$ cat config.mk
export PLATFORM = sky130hd
export DESIGN_NAME = vp_runctl
export DESIGN_NICKNAME = d
export VERILOG_FILES = /design/src/rtl/vp_runctl_pkg.sv /design/src/rtl/vp_addr_decode.sv /design/src/rtl/vp_run_state.sv /design/src/rtl/vp_bus_resp.sv /design/src/rtl/vp_runctl.sv
export SDC_FILE = /design/constraint.sdc
export NUM_CORES = 1
export LEC_CHECK = 0
export ABC_AREA = 1
export CORE_ASPECT_RATIO = 2
export CORE_MARGIN = 3
export CORE_UTILIZATION = 23
export CTS_CLUSTER_DIAMETER = 100
export CTS_CLUSTER_SIZE = 14
export DETAILED_ROUTE_END_ITERATION = 12
export GPL_TIMING_DRIVEN = 0
export PLACE_DENSITY = 0.88
export SYNTH_ARGS = -nofsm -noshare
export SYNTH_HDL_FRONTEND = slang
export SYNTH_SLANG_ARGS = --single-unit
$ cat constraint.sdc
create_clock -name clk -period 3.3 [get_ports clk]
set_clock_uncertainty 0.1 [all_clocks]
set_input_delay 0.99 -clock clk [delete_from_list [all_inputs] [get_ports clk]]
set_output_delay 0.99 -clock clk [all_outputs]
set_load 0.02 [all_outputs]
$ cat src/rtl/vp_runctl_pkg.sv
package vp_runctl_pkg;

  localparam int unsigned BUS_W = 64;

  // register offsets inside one window
  localparam logic [7:0] OFS_START = 8'h00;
  localparam logic [7:0] OFS_HALT  = 8'h08;
  localparam logic [7:0] OFS_STAT  = 8'h10;

  typedef enum logic [1:0] {
    OP_NONE  = 2'd0,
    OP_START = 2'd1,
    OP_HALT  = 2'd2,
    OP_STAT  = 2'd3
  } reg_op_e;

  typedef struct packed {
    reg_op_e op;
    logic    bad;
  } decode_t;

  // bits that name an existing VP
  function automatic logic [BUS_W-1:0] vp_mask(input int unsigned n);
    if (n >= BUS_W) return '1;
    return (64'd1 << n) - 64'd1;
  endfunction

  // VPs asked to start that are not yet running
  function automatic logic [BUS_W-1:0] newly_started(input logic [BUS_W-1:0] req,
                                                     input logic [BUS_W-1:0] cur);
    return req & ~cur;
  endfunction

  // VPs asked to halt that are running
  function automatic logic [BUS_W-1:0] newly_halted(input logic [BUS_W-1:0] req,
                                                    input logic [BUS_W-1:0] cur);
    return req & cur;
  endfunction

endpackage

$ cat src/rtl/vp_addr_decode.sv
module vp_addr_decode
  import vp_runctl_pkg::*;
#(
  parameter int unsigned          ADDR_W   = 12,
  parameter int unsigned          WIN_BITS = 8,
  parameter logic [ADDR_W-1:0]    WIN_A    = 12'h000,
  parameter logic [ADDR_W-1:0]    WIN_B    = 12'h100
) (
  input  logic              valid,
  input  logic              write,
  input  logic [ADDR_W-1:0] addr,
  output decode_t           dec
);

  localparam int unsigned NUM_WIN = 2;
  localparam int unsigned HI_W    = ADDR_W - WIN_BITS;

  logic [NUM_WIN-1:0]   win_hit;
  logic [WIN_BITS-1:0]  offset;
  logic                 any_hit;

  assign offset = addr[WIN_BITS-1:0];

  for (genvar w = 0; w < NUM_WIN; w++) begin : g_win
    localparam logic [ADDR_W-1:0] BASE = (w == 0) ? WIN_A : WIN_B;
    assign win_hit[w] = (addr[ADDR_W-1:WIN_BITS] == BASE[ADDR_W-1:WIN_BITS]);
  end

  assign any_hit = |win_hit;

  always_comb begin
    dec.op  = OP_NONE;
    dec.bad = 1'b0;
    if (valid) begin
      if (any_hit && write && offset == WIN_BITS'(OFS_START))
        dec.op = OP_START;
      else if (any_hit && write && offset == WIN_BITS'(OFS_HALT))
        dec.op = OP_HALT;
      else if (any_hit && !write && offset == WIN_BITS'(OFS_STAT))
        dec.op = OP_STAT;
      else
        dec.bad = 1'b1;
    end
  end

  // HI_W kept for readability of the split
  logic unused_hi;
  assign unused_hi = (HI_W == 0);

endmodule

$ cat src/rtl/vp_run_state.sv
module vp_run_state
  import vp_runctl_pkg::*;
#(
  parameter int unsigned       NUM_VP     = 1,
  parameter logic [BUS_W-1:0]  START_MASK = 64'h1
) (
  input  logic              clk,
  input  logic              rst_n,
  input  logic              boot_fire,
  input  reg_op_e           op,
  input  logic [BUS_W-1:0]  wdata,
  output logic [BUS_W-1:0]  running,
  output logic [NUM_VP-1:0] vp_reset,
  output logic [NUM_VP-1:0] vp_halt
);

  localparam logic [BUS_W-1:0] VALID = vp_mask(NUM_VP);

  logic [BUS_W-1:0] running_q;
  logic [BUS_W-1:0] req_bits;
  logic [BUS_W-1:0] after_boot, boot_bits;
  logic [BUS_W-1:0] start_bits, after_start;
  logic [BUS_W-1:0] halt_bits, running_d;
  logic [NUM_VP-1:0] reset_q, halt_q;

  assign req_bits = wdata & VALID;

  // boot start is applied first, then the bus command, in that order
  always_comb begin
    boot_bits   = boot_fire ? newly_started(START_MASK & VALID, running_q) : '0;
    after_boot  = running_q | boot_bits;
    start_bits  = (op == OP_START) ? newly_started(req_bits, after_boot) : '0;
    after_start = after_boot | start_bits;
    halt_bits   = (op == OP_HALT) ? newly_halted(req_bits, after_start) : '0;
    running_d   = after_start & ~halt_bits;
  end

  always_ff @(posedge clk) begin
    if (!rst_n) begin
      running_q <= '0;
      reset_q   <= '0;
      halt_q    <= '0;
    end else begin
      running_q <= running_d;
      reset_q   <= NUM_VP'(boot_bits | start_bits);
      halt_q    <= NUM_VP'(halt_bits);
    end
  end

  assign running  = running_q;
  assign vp_reset = reset_q;
  assign vp_halt  = halt_q;

endmodule

$ cat src/rtl/vp_bus_resp.sv
module vp_bus_resp
  import vp_runctl_pkg::*;
(
  input  logic              clk,
  input  logic              rst_n,
  input  logic              valid,
  input  decode_t           dec,
  input  logic [BUS_W-1:0]  running,
  output logic              rsp_valid,
  output logic [BUS_W-1:0]  rsp_rdata,
  output logic              rsp_err
);

  always_ff @(posedge clk) begin
    if (!rst_n) begin
      rsp_valid <= 1'b0;
      rsp_rdata <= '0;
      rsp_err   <= 1'b0;
    end else begin
      rsp_valid <= valid;
      rsp_rdata <= (valid && dec.op == OP_STAT) ? running : '0;
      rsp_err   <= valid && dec.bad;
    end
  end

endmodule

$ cat src/rtl/vp_runctl.sv
module vp_runctl
  import vp_runctl_pkg::*;
#(
  parameter int unsigned       NUM_VP     = 1,
  parameter logic [63:0]       START_MASK = 64'h1,
  parameter int unsigned       ADDR_W     = 12
) (
  input  logic              clk,
  input  logic              rst_n,
  input  logic              req_valid,
  input  logic              req_write,
  input  logic [ADDR_W-1:0] req_addr,
  input  logic [63:0]       req_wdata,
  output logic              rsp_valid,
  output logic [63:0]       rsp_rdata,
  output logic              rsp_err,
  output logic [NUM_VP-1:0] vp_reset,
  output logic [NUM_VP-1:0] vp_halt
);

  localparam logic [BUS_W-1:0] VALID = vp_mask(NUM_VP);

  initial begin : cfg_check
    assert (NUM_VP >= 1 && NUM_VP <= BUS_W)
      else $error("vp_runctl: NUM_VP %0d out of range", NUM_VP);
    assert ((START_MASK & ~VALID) == '0)
      else $error("vp_runctl: START_MASK names VPs beyond NUM_VP");
  end

  // named internal events for the checker
  logic             boot_q;
  logic             boot_fire;
  decode_t          dec;
  logic [BUS_W-1:0] running;

  always_ff @(posedge clk) begin
    if (!rst_n) boot_q <= 1'b1;
    else        boot_q <= 1'b0;
  end
  assign boot_fire = boot_q;

  vp_addr_decode #(
    .ADDR_W   (ADDR_W),
    .WIN_BITS (8),
    .WIN_A    (ADDR_W'(12'h000)),
    .WIN_B    (ADDR_W'(12'h100))
  ) u_dec (
    .valid (req_valid),
    .write (req_write),
    .addr  (req_addr),
    .dec   (dec)
  );

  vp_run_state #(
    .NUM_VP     (NUM_VP),
    .START_MASK (START_MASK)
  ) u_state (
    .clk       (clk),
    .rst_n     (rst_n),
    .boot_fire (boot_fire),
    .op        (dec.op),
    .wdata     (req_wdata),
    .running   (running),
    .vp_reset  (vp_reset),
    .vp_halt   (vp_halt)
  );

  vp_bus_resp u_resp (
    .clk       (clk),
    .rst_n     (rst_n),
    .valid     (req_valid),
    .dec       (dec),
    .running   (running),
    .rsp_valid (rsp_valid),
    .rsp_rdata (rsp_rdata),
    .rsp_err   (rsp_err)
  );

endmodule

=== Word-level counts from Yosys, hierarchy flattened ===
Cells that the tools add are included.

* Register bits: 133
* Bits of input ports: 80
* Output and inout port bits: 68
* Word-level logic and storage cells: 45

* Equal/unequal tests: 6
* Muxes and demuxes: 11
* Bitwise logic cells: 9
* Reductions and logical operators: 12

{| class="wikitable"
|+ Operators by type and width
! kind !! count
|-
| $and A1 B64 Y64 || 2
|-
| $mux W64 || 2
|-
| $not A64 Y64 || 2
|-
| $and A64 B64 Y64 || 1
|-
| $or A64 B1 Y64 || 1
|-
| $or A64 B64 Y64 || 1
|-
| $eq A8 B4 Y1 const B || 1
|-
| $eq A8 B5 Y1 const B || 1
|-
| $logic_not A8 Y1 || 1
|-
| $logic_and A1 B1 Y1 || 7
|-
| $mux W2 || 3
|-
| $mux W1 || 5
|-
| $eq A2 B2 Y1 const B || 2
|-
| $eq A4 B1 Y1 const B || 1
|-
| $logic_not A4 Y1 || 1
|-
| $mux W3 || 1
|-
| $eq A2 B1 Y1 const B || 1
|-
| $reduce_and A2 Y1 || 1
|-
| $reduce_or A2 Y1 || 1
|-
| $logic_not A1 Y1 || 1
|-
| $not A1 Y1 || 1
|-
| $or A1 B1 Y1 || 1
|}

=== Longest topological paths before layout ===
Gate-level depths: netlist of run 1.

* Word-level depth: 15
* Depth in mapped cells: 9
* Mapped depth without buffers: 9

=== Hierarchy ===
A second synthesis of run 1 with hierarchy kept.

* Cells, all modules: 323
* Area, all modules: 3101.7 µm²

{| class="wikitable"
|+ By module, submodules not included
! module !! instances !! cells an instance !! area each (µm²) !! seq. area each (µm²)
|-
| vp_bus_resp || 1 || 212 || 2338.5 || 1321.3
|-
| vp_run_state || 1 || 82 || 601.8 || 60.1
|-
| vp_addr_decode || 1 || 27 || 137.6 || 0.0
|-
| vp_runctl || 1 || 2 || 23.8 || 20.0
|}

=== Least setup slack after synthesis of run 1 ===
No wires, ideal clock.

* Kind: in2reg
* Start: input port req_addr[7]
* End: register u_state.running_q[0] (netlist: u_state.running[0])
* Library setup time: 109 ps
* Data arrival time: 1671 ps
* Required time: 3091 ps
* Slack: 1420 ps
* Stages on the path: 7
* Buffers on the path: 0
* Path through: or2_4 nor2_4 nand2_1 nand2_2 nand3_2 nand2_1 inv_1

* Longest elaborated chain between the ends: 13
* Elaborated cells between the ends (all ways): 18
* Those cells by class: 4 x eq/ne; 6 x mux; 4 x bitwise; 4 x reduce/logical

{| class="wikitable"
|+ Ends and longest elaborated chain
! what !! RTL line !! text
|-
| start, declared || vp_runctl.sv:12 || <nowiki>input logic [ADDR_W-1:0] req_addr,</nowiki>
|-
| $eq A8 B5 Y1 || vp_addr_decode.sv:39 || <nowiki>else if (any_hit && !write && offset == WIN_BITS'(OFS_STAT))</nowiki>
|-
| $logic_and A1 B1 Y1 || vp_addr_decode.sv:39 ||
|-
| $mux W2 || vp_addr_decode.sv:39 ||
|-
| $mux W2 || vp_addr_decode.sv:37 || <nowiki>else if (any_hit && write && offset == WIN_BITS'(OFS_HALT))</nowiki>
|-
| $mux W2 * || vp_addr_decode.sv:35 || <nowiki>if (any_hit && write && offset == WIN_BITS'(OFS_START))</nowiki>
|-
| $mux W3 * || vp_addr_decode.sv:34 || <nowiki>if (valid) begin</nowiki>
|-
| $eq A2 B1 Y1 || vp_run_state.sv:32 || <nowiki>start_bits = (op == OP_START) ? newly_started(req_bits, after_boot) : '0;</nowiki>
|-
| $mux W64 || vp_run_state.sv:32 ||
|-
| $or A64 B64 Y64 || vp_run_state.sv:33 || <nowiki>after_start = after_boot | start_bits;</nowiki>
|-
| $and A1 B64 Y64 || vp_runctl_pkg.sv:37 || <nowiki>return req & cur;</nowiki>
|-
| $mux W64 || vp_run_state.sv:34 || <nowiki>halt_bits = (op == OP_HALT) ? newly_halted(req_bits, after_start) : '0;</nowiki>
|-
| $not A64 Y64 || vp_run_state.sv:35 || <nowiki>running_d = after_start & ~halt_bits;</nowiki>
|-
| $and A64 B64 Y64 * || vp_run_state.sv:35 ||
|-
| end signal, assigned || vp_run_state.sv:44 || <nowiki>running_q <= running_d;</nowiki>
|-
| end, declared || vp_run_state.sv:19 || <nowiki>logic [BUS_W-1:0] running_q;</nowiki>
|}

Mark *: on every way between the ends. The rest lies on a longest branch, timed or not.
A chain may end at the register's enable or synchronous reset.

=== Worst setup path in the final report of run 1 ===
* Start: register u_state.halt_q (netlist: u_state.vp_halt)
* End: output port vp_halt

{| class="wikitable"
|+ RTL lines
! what !! RTL line !! text
|-
| start, declared || vp_run_state.sv:24 || <nowiki>logic [NUM_VP-1:0] reset_q, halt_q;</nowiki>
|-
| start signal, assigned || vp_run_state.sv:46 || <nowiki>halt_q <= NUM_VP'(halt_bits);</nowiki>
|-
| end, declared || vp_runctl.sv:18 || <nowiki>output logic [NUM_VP-1:0] vp_halt</nowiki>
|}

No word-level cell between the ends.

==> results of run 1 <==
## power groups by stage
stage	registers (mW)	logic [mW]	clock network, mW
2_1_floorplan	0.0933	0.133	0
3_3_place_gp	0.0908	0.159	0
3_5_place_dp	0.0909	0.160	0
4_1_cts	0.0895	0.160	0.125
5_1_grt	0.0898	0.177	0.127
6_report	0.0895	0.164	0.119
## final cells by class
| cell class | instances | area share (%) |
|---|---|---|
| plain buffers | 63 | 34.24 |
| clock buffers | 4 | 3.261 |
| inverters | 9 | 2.446 |
| multi-input cells | 100 | 31.07 |
| flip-flops and latches | 7 | 10.14 |
| well taps | 48 | 4.348 |
| repair buffers | 20 | 14.49 |
## cells in the final DEF, fill, tap and decap left out, drive strengths merged
cell            n
a21oi           3
buf            63
clkbuf          4
clkdlybuf4s50  20
conb           63
dfxtp           7
inv             9
nand2          15
nand3           4
nor2           12
nor3            1
or2             2
## worst max-delay path by stage
| stage | slack [ns] | from | cells past startpoint | endpoint |
|---|---|---|---|---|
| floorplan | 1.42 | req_addr[7] | 7 | u_state.running[0] |
| global placement | 0.93 | req_addr[1] | 9 | u_state.running[0] |
| detailed placement | 0.90 | req_addr[1] | 9 | u_state.running[0] |
| CTS | 1.07 | u_state.vp_halt | 1 | vp_halt |
| global route | 1.03 | req_addr[1] | 9 | u_state.running[0] |
| finish | 1.08 | u_state.vp_halt | 1 | vp_halt |
## synthesized netlist by cell type
cell type / count
a21oi_1: 2
or2_4: 1
nand2_2: 1
nand2_1: 14
buf_4: 63
inv_1: 9
dfxtp_1: 7
nand3_2: 2
nor2_4: 2
a21oi_2: 1
nor2_2: 2
nor2_1: 8
nor3_1: 1
nand3_1: 2
conb_1: 1
or2_1: 1
## flip-flops by register name, indices dropped and copies added (netlist names)
signal / cells
boot_fire: 1
u_resp.rsp_err: 1
u_resp.rsp_rdata: 1
u_resp.rsp_valid: 1
u_state.running: 1
u_state.vp_halt: 1
u_state.vp_reset: 1
## kinds of logic (layout without fill, tap and decap cells)
logic type / count (synthesis) / count (layout)
AO/OA/AOI/OAI: 3 / 3
AND/OR/NAND/NOR: 34 / 34
other: 1 / 63
flip-flops: 7 / 7
buffers and inverters: 72 / 96
## routing by layer
| layer | part of all wire, % | track usage (%) | wire length, um |
|---|---|---|---|
| met1 | 27 | 4.786 | 444 |
| met2 | 51 | 14.09 | 824 |
| met3 | 21 | 4.228 | 335 |
| met4 | 1.5 | 4.276 | 25 |
| met5 | 0 | 0 | 0 |
==> qor.txt, run 1 <==
Crit-path cells: clkdlybuf4s50_1
Simple logic cell fraction of the synthesized area: 20.62%
Post-Synthesis Cell Area: 843.3 um^2
Antenna violations before repair: 0
Total track usage: 7.207%
Synth area leader: buf_4
FF+latch area: 140.1 um^2
Final cell count without fillers: 251
Routed wire length: 1630 um
Crit. End Element: output pin
CTS max path bufs: 2
H-tree levels: 1
Crit Path Category: reg -> out
Clk_lat worst skew: 0.23 ns
RSZ-0062 raised after global routing: false
Routability-driven placement congestion ratio: 0.6595
Final Instance Area: 1381 um^2
WHS Path Cells: 2
Area taken by multi-input logic gates: 429.2 um^2
Top post-synthesis cells by area: buf_4, dfxtp_1, nand2_1
Area Growth Syn to Fin: 63.80%
FMAX: 451.2 MHz
Net total in the final layout: 284
Setup slack at placement: 0.9015 ns
Sequential fraction of the synthesis area: 16.62%
Post-Place Cells: 247
R2r worst-path depth: 6
Routed vias: 750
Ports: 148
Remaining global-route overflow: 0
# fillers: 358
Reg power frac: 24.0%
Synth Register Bits: 7
Switch share: 34.12%
# rows: 30
DP HPWL: 1584 um
Psw: 0.1274 mW
Pwr/cell area: 270.4 nW/um^2
CTS tree: yes
Final core occ: 40.00%
Hold EP: u_state.vp_reset
Drt pass-1 iters: 2
Pin count of the biggest net entering global routing: 6
Library cells used by synthesis: 16
Setup repair bufs after CTS: 0
First-pass GRT wire length: 2553 um
Status: completed
Post-CTS Hold Buffers: 0
Delay of the slowest cell on the worst path: 0.60 ns
Die ar.: 4473 um^2
R2r setup slk: 2.15 ns
Root buffer cell: clkbuf_8
CTS Sinks: 7
XOR/XNOR share of the synthesized area: 0%
Worst hold start: boot_fire
Synthesized area per cell: 7.208 um^2
Antenna diodes: 0
Worst reg2reg endpoint: u_state.vp_halt
CTS Buf Count: 3
Combinational family with the most area after synthesis: buffers and inverters
Final worst setup slack: 1.084 ns
Final Hold Viols: 0
Vias/cell: 2.988
RR Startpoint: boot_fire
WHS: 0.3632 ns
Delay-heaviest family, CP: buffers and inverters
Avg WL per Cell: 6.494 um
Reg clk slew, reported paths: 0.04 ns
MaxCap Viol Count: 0
Post-Place Cell Area: 1336 um^2
Max Slew Vio Count: 0
Post-CTS sizing: 0
Post-Synthesis Cells: 117
Die extent in y: 91.63 um
Initial Utilization: 24.42%
Post-synthesis compound-gate area fraction: 2.226%
Antenna-violating nets left: 0
Worst VDD drop: 113.5 uV
Clk pwr share: 32.0%
Drt drc: 0
Warnings from Yosys: 0
Layout cell share with drive strength beyond 1: 36.95%
Mux contribution to synthesized area: 0%
Tmin final: 2.216 ns
Top-area cell type share of the netlist area: 56.08%
Part of the cycle the worst path needs: 67.16%
Die W: 48.82 um
Crit path DAT: 1.13 ns
Worst min-delay path category: reg -> reg
Combinational power share: 44.0%
Total negative slack: 0 ns
Critical Path RT: 2.21 ns
P_leak: 0.8182 nW
Critical path buffers and inverters: 1
Worst-path fanout max: 1
Internal power: 0.2461 mW
Core area: 3453 um^2
Final setup vio count: 0
Number of global-route vias before repair: 692
I/O Buffers: 20
Worst Setup Start Kind: flip-flop
Adder-cell share of the synthesized area: 0%
Slowest stage cell on the critical path: clkdlybuf4s50_1
DRT iter0 DRCs: 3
Power Total: 0.3735 mW
No activity file was read; power rests on OpenSTA's default activity.
==> run 2, diff against run 1 <==
- CORE_UTILIZATION: 23 -> 19
- PLACE_DENSITY: 0.88 -> 0.78
- clock period: 3.3 -> 1.8 ns (I/O delays scaled with it)
==> run 2 against run 1 <==
  * Critical path depth did not move
  * Utilization fell by 6.5 points
  * Sequential share of layout area fell by 0.12 points
  * Setup slack got worse by 1.0 ns
  * Wire length rose by 11%
  * Combinational power rose by 86%
  * Total power rose by 85%
  * Hold slack improved by 0.0026 ns
  * Global-route usage fell by 0.62 points
  * Sequential power rose by 83%
  * Register-to-register slack got worse by 1.5 ns
==> qor.txt, run 2 (synthesis results as in run 1) <==
Status: completed
FF+latch area: 140.1 um^2 (unchanged)
Critical Path RT: 1.16 ns (-1.05 ns)
Die W: 53.11 um (+8.8%)
Tmin final: 1.765 ns
Reg clk slew, reported paths: 0.04 ns (about the same)
Final setup vio count: 0 (unchanged)
Critical path buffers and inverters: 1 (unchanged)
Pwr/cell area: 495.5 nW/um^2 (+83%)
Number of global-route vias before repair: 680 (-1.7%)
H-tree levels: 1 (unchanged)
Area taken by multi-input logic gates: 439.2 um^2 (+2.3%)
Crit. End Element: output pin
Setup slack at placement: -0.1690 ns (-1.071 ns)
Post-Place Cell Area: 1341 um^2 (+0.37%)
Layout cell share with drive strength beyond 1: 39.41% (+2.5 points)
Remaining global-route overflow: 0 (unchanged)
Worst hold start: boot_fire
Final worst setup slack: 0.03529 ns (-1.048 ns)
Delay-heaviest family, CP: buffers and inverters
Crit Path Category: reg -> out
Ports: 148 (unchanged)
Setup repair bufs after CTS: 0 (unchanged)
Antenna diodes: 0 (unchanged)
Final core occ: 33.51% (-6.5 points)
CTS Buf Count: 3 (unchanged)
Post-CTS sizing: 0 (unchanged)
Worst VDD drop: 262.4 uV (+130%)
Crit-path cells: clkdlybuf4s50_1
Worst Setup Start Kind: flip-flop
# fillers: 440 (+23%)
Max Slew Vio Count: 0 (unchanged)
Vias/cell: 2.953 (-1.2%)
RR Startpoint: boot_fire
Clk_lat worst skew: 0.23 ns (about the same)
Combinational power share: 44.0% (about the same)
Internal power: 0.4489 mW (+82%)
R2r setup slk: 0.64 ns (-1.51 ns)
WHS Path Cells: 2 (unchanged)
CTS Sinks: 7 (unchanged)
Initial Utilization: 20.22% (-4.2 points)
Final cell count without fillers: 255 (+1.6%)
Psw: 0.2436 mW (+91%)
Antenna-violating nets left: 0 (unchanged)
Drt pass-1 iters: 3 (+1)
Net total in the final layout: 284 (unchanged)
Worst min-delay path category: reg -> reg
Worst-path fanout max: 1 (unchanged)
DRT iter0 DRCs: 13 (+10)
MaxCap Viol Count: 0 (unchanged)
WHS: 0.3658 ns (+0.002565 ns)
Delay of the slowest cell on the worst path: 0.60 ns (about the same)
First-pass GRT wire length: 2628 um (+2.9%)
Die extent in y: 100.2 um (+9.4%)
Drt drc: 0 (unchanged)
FMAX: 566.7 MHz
Die ar.: 5322 um^2 (+19%)
Reg power frac: 23.7% (-0.3 points)
Total negative slack: 0 ns (unchanged)
Hold EP: u_state.vp_reset
CTS max path bufs: 2 (unchanged)
R2r worst-path depth: 6 (unchanged)
Switch share: 35.18% (+1.1 points)
P_leak: 0.8223 nW (+0.50%)
Slowest stage cell on the critical path: clkdlybuf4s50_1
Area Growth Syn to Fin: 65.73%
Root buffer cell: clkbuf_8
Power Total: 0.6926 mW (+85%)
Crit path DAT: 1.12 ns (about the same)
Total track usage: 6.583% (-0.62 points)
Routed wire length: 1809 um (+11%)
Routed vias: 753 (+0.40%)
Core area: 4170 um^2 (+21%)
Commonest non-fill, non-tap cells in the layout: buf_4, conb_1, clkdlybuf4s50_1
Routability-driven placement congestion ratio: 0.7190 (+9.0%)
DP HPWL: 1681 um (+6.1%)
Post-CTS Hold Buffers: 0 (unchanged)
# rows: 33 (+10%)
Final Instance Area: 1398 um^2 (+1.2%)
Final Hold Viols: 0 (unchanged)
Pin count of the biggest net entering global routing: 6 (unchanged)
Clk pwr share: 32.3% (+0.3 points)
CTS tree: yes
I/O Buffers: 20 (unchanged)
Antenna violations before repair: 0 (unchanged)
Worst reg2reg endpoint: u_state.running[0]
Avg WL per Cell: 7.094 um (+9.2%)
Part of the cycle the worst path needs: 98.04%
Post-Place Cells: 251 (+1.6%)
==> run 2: changes by cell type in the layout (fill, tap and decap cells not counted), sizes merged <==
cell,before,now
clkbuf,4,3
clkinv,0,1
==> run 2: final cells by class <==
type | instances | area share [%]
clock inverter | 1 | 0.3581
inverter | 9 | 2.417
timing repair buffer | 20 | 14.32
buffer | 63 | 33.84
multi-input combinational | 100 | 31.42
clock buffer | 3 | 2.954
sequential | 7 | 10.03
tap | 52 | 4.655
==> run 2: worst max path at each step <==
stage	startpoint	to	slack [ns]	cells past startpoint
after global routing	req_addr[0]	u_state.running[0]	-0.002	9
after detailed placement	req_addr[0]	u_state.running[0]	-0.17	9
after CTS	u_resp.rsp_err	rsp_err	0.02	1
after global placement	req_addr[0]	u_state.running[0]	-0.15	9
after floorplan	req_addr[7]	u_state.running[0]	0.37	7
final	u_resp.rsp_err	rsp_err	0.04	1
==> run 2: routing by layer <==
layer	share of wire, %	routed length [um]	track usage [%]
met1	33	589	5.621
met5	0	0	0
met3	22	397	2.377
met2	43	781	12.07
met4	2.2	40	4.134
==> run 2: power by group through the flow <==
stage	combinational [mW]	clock, mW	sequential [mW]
floorplan	0.244	0	0.171
global placement	0.293	0	0.166
detailed placement	0.294	0	0.167
CTS	0.295	0.223	0.164
global route	0.328	0.229	0.164
finish	0.305	0.224	0.164
==> run 2: worst reg2reg max path: stages (launching register included) <==
cell and delay [ns]:
dfxtp_1 0.30, or2_1 0.24, nor2_1 0.12, nand3_2 0.11, a21oi_2 0.13, nand2_1 0.06
inv_1 0.05
==> run 3, diff against run 2 <==
- CORE_AREA: not set -> 3 3 56 58
- CORE_ASPECT_RATIO: 2 -> not set
- CORE_MARGIN: 3 -> not set
- CORE_UTILIZATION: 19 -> not set
- DIE_AREA: not set -> 0 0 59 61
- DONT_BUFFER_PORTS: not set -> 1
- PLACE_DENSITY: 0.78 -> 0.46
==> run 3 against run 2 <==
  * Combinational power fell by 16%
  * Final area decreased by 18%
  * Maximum frequency grew 35%
  * First-iteration DRC count grew 46%
  * Total power fell by 19%
  * Critical path depth decreased by 1
  * Critical endpoint is now vp_reset
==> qor.txt, run 3 (synthesis results as in run 1) <==
Worst min-delay path category: in -> reg
Die W: 59 um (+11%)
Post-Place Cell Area: 1115 um^2 (-17%)
Ports: 148 (unchanged)
Post-CTS sizing: 0 (unchanged)
R2r setup slk: 0.66 ns (+0.02 ns)
Critical Path RT: 1.16 ns (about the same)
RR Startpoint: boot_fire
Root buffer cell: clkbuf_4
Layout cell share with drive strength beyond 1: 40.98% (+1.6 points)
Total track usage: 6.895% (+0.31 points)
Pin count of the biggest net entering global routing: 6 (unchanged)
Part of the cycle the worst path needs: 72.36% (-26 points)
Reg clk slew, reported paths: 0.05 ns (about the same)
FMAX: 767.8 MHz (+35%)
Crit Path Category: reg -> out
DP HPWL: 1421 um (-15%)
Pwr/cell area: 492.6 nW/um^2 (-0.59%)
Antenna diodes: 0 (unchanged)
Total negative slack: 0 ns (unchanged)
Die ar.: 3599 um^2 (-32%)
Antenna violations before repair: 0 (unchanged)
Crit. End Element: output pin
Area Growth Syn to Fin: 35.31%
Setup repair bufs after CTS: 0 (unchanged)
Remaining global-route overflow: 0 (unchanged)
Worst Setup Start Kind: flip-flop
Max Slew Vio Count: 0 (unchanged)
CP startpoint: u_state.vp_reset
Number of global-route vias before repair: 497 (-27%)
Vias/cell: 3.079 (+4.3%)
Crit path DAT: 0.66 ns (-0.46 ns)
Net total in the final layout: 264 (-7.0%)
First-pass GRT wire length: 1932 um (-26%)
MaxCap Viol Count: 0 (unchanged)
CTS Buf Count: 3 (unchanged)
Worst setup path end: vp_reset
Routed wire length: 1479 um (-18%)
Post-CTS Hold Buffers: 0 (unchanged)
H-tree levels: 1 (unchanged)
Initial Utilization: 31.12% (+11 points)
Antenna-violating nets left: 0 (unchanged)
Die extent in y: 61 um (-39%)
Clk_lat worst skew: 0.25 ns (+0.02 ns)
R2r worst-path depth: 6 (unchanged)
Avg WL per Cell: 6.911 um (-2.6%)
Worst VDD drop: 346.5 uV (+32%)
CTS Sinks: 7 (unchanged)
CTS tree: yes
Commonest non-fill, non-tap cells in the layout: buf_4, conb_1, nand2_1
P_leak: 0.7341 nW (-11%)
Status: completed
Drt drc: 0 (unchanged)
Stages on the worst setup path: 0 (-1)
Routed vias: 659 (-12%)
DRT iter0 DRCs: 19 (+6)
Final setup vio count: 0 (unchanged)
Worst reg2reg endpoint: u_state.vp_halt
# fillers: 294 (-33%)
Routability-driven placement congestion ratio: 0.7622 (+6.0%)
CTS max path bufs: 2 (unchanged)
Core area: 2710 um^2 (-35%)
RSZ-0062 raised after global routing: false
Worst-path fanout max: 1 (unchanged)
Tmin final: 1.302 ns (-0.4623 ns)
# rows: 19 (-42%)
Drt pass-1 iters: 4 (+1)
Final Instance Area: 1141 um^2 (-18%)
Final Hold Viols: 0 (unchanged)
I/O Buffers: 0 (-100%)
-- run 3: changes by cell type in the layout (fill, tap and decap cells not counted) --
cell             previous run  this run
nor2_1                      6         8
nor2_2                      4         2
clkbuf_4                    0         3
clkinv_2                    1         0
clkbuf_1                    0         1
clkdlybuf4s50_1            20         0
nand2_2                     3         1
nand2_1                    12        14
clkbuf_8                    3         0
-- run 3: worst min-delay path by stage --
stage | slack, ns | to | depth (start not counted) | startpoint
final | 0.29 | boot_fire | 1 | rst_n
after global placement | 0.36 | u_state.vp_reset | 2 | boot_fire
after global routing | 0.30 | boot_fire | 1 | rst_n
after floorplan | 0.33 | u_resp.rsp_rdata[0] | 2 | u_state.running[0]
after CTS | 0.28 | boot_fire | 1 | rst_n
after detailed placement | 0.36 | u_state.vp_reset | 2 | boot_fire
-- run 3: routing by layer --
layer	vias up	wire (um)	global-route usage, %
met5	-	0	0
met4	0	0	1.942
met3	0	407	4.894
met2	62	599	10.41
met1	242	472	7.809
li1	355	-	-
-- run 3: area by class of cell --
cell class	count	area [um^2]	area share (%)
well taps	31	38.79	3.399
inverters	9	33.78	2.961
flip-flops and latches	7	140.1	12.28
multi-input cells	100	429.2	37.61
clock buffers	4	26.28	2.303
plain buffers	63	473.0	41.45
-- run 3: power by group --
part           switching (mW)  leakage, nW  total, mW  internal [mW]
clock network          0.0534       0.0150      0.138         0.0843
registers             0.00674       0.0579      0.169          0.162
logic                   0.154        0.661      0.256          0.102
-- run 3: metrics by stage --
step	setup slack (ns)	power (mW)	hold slack (ns)	instances	util [%]
4_1_cts	0.4889	0.5579	0.2839	214	42.11
3_5_place_dp	0.2806	0.4192	0.3583	210	41.14
2_1_floorplan	0.3703	0.4150	0.3322	179	-
3_3_place_gp	0.2887	0.4187	0.3557	210	41.14
6_report	0.4976	0.5621	0.2897	214	42.11
5_1_grt	0.4053	0.5946	0.2961	214	42.11
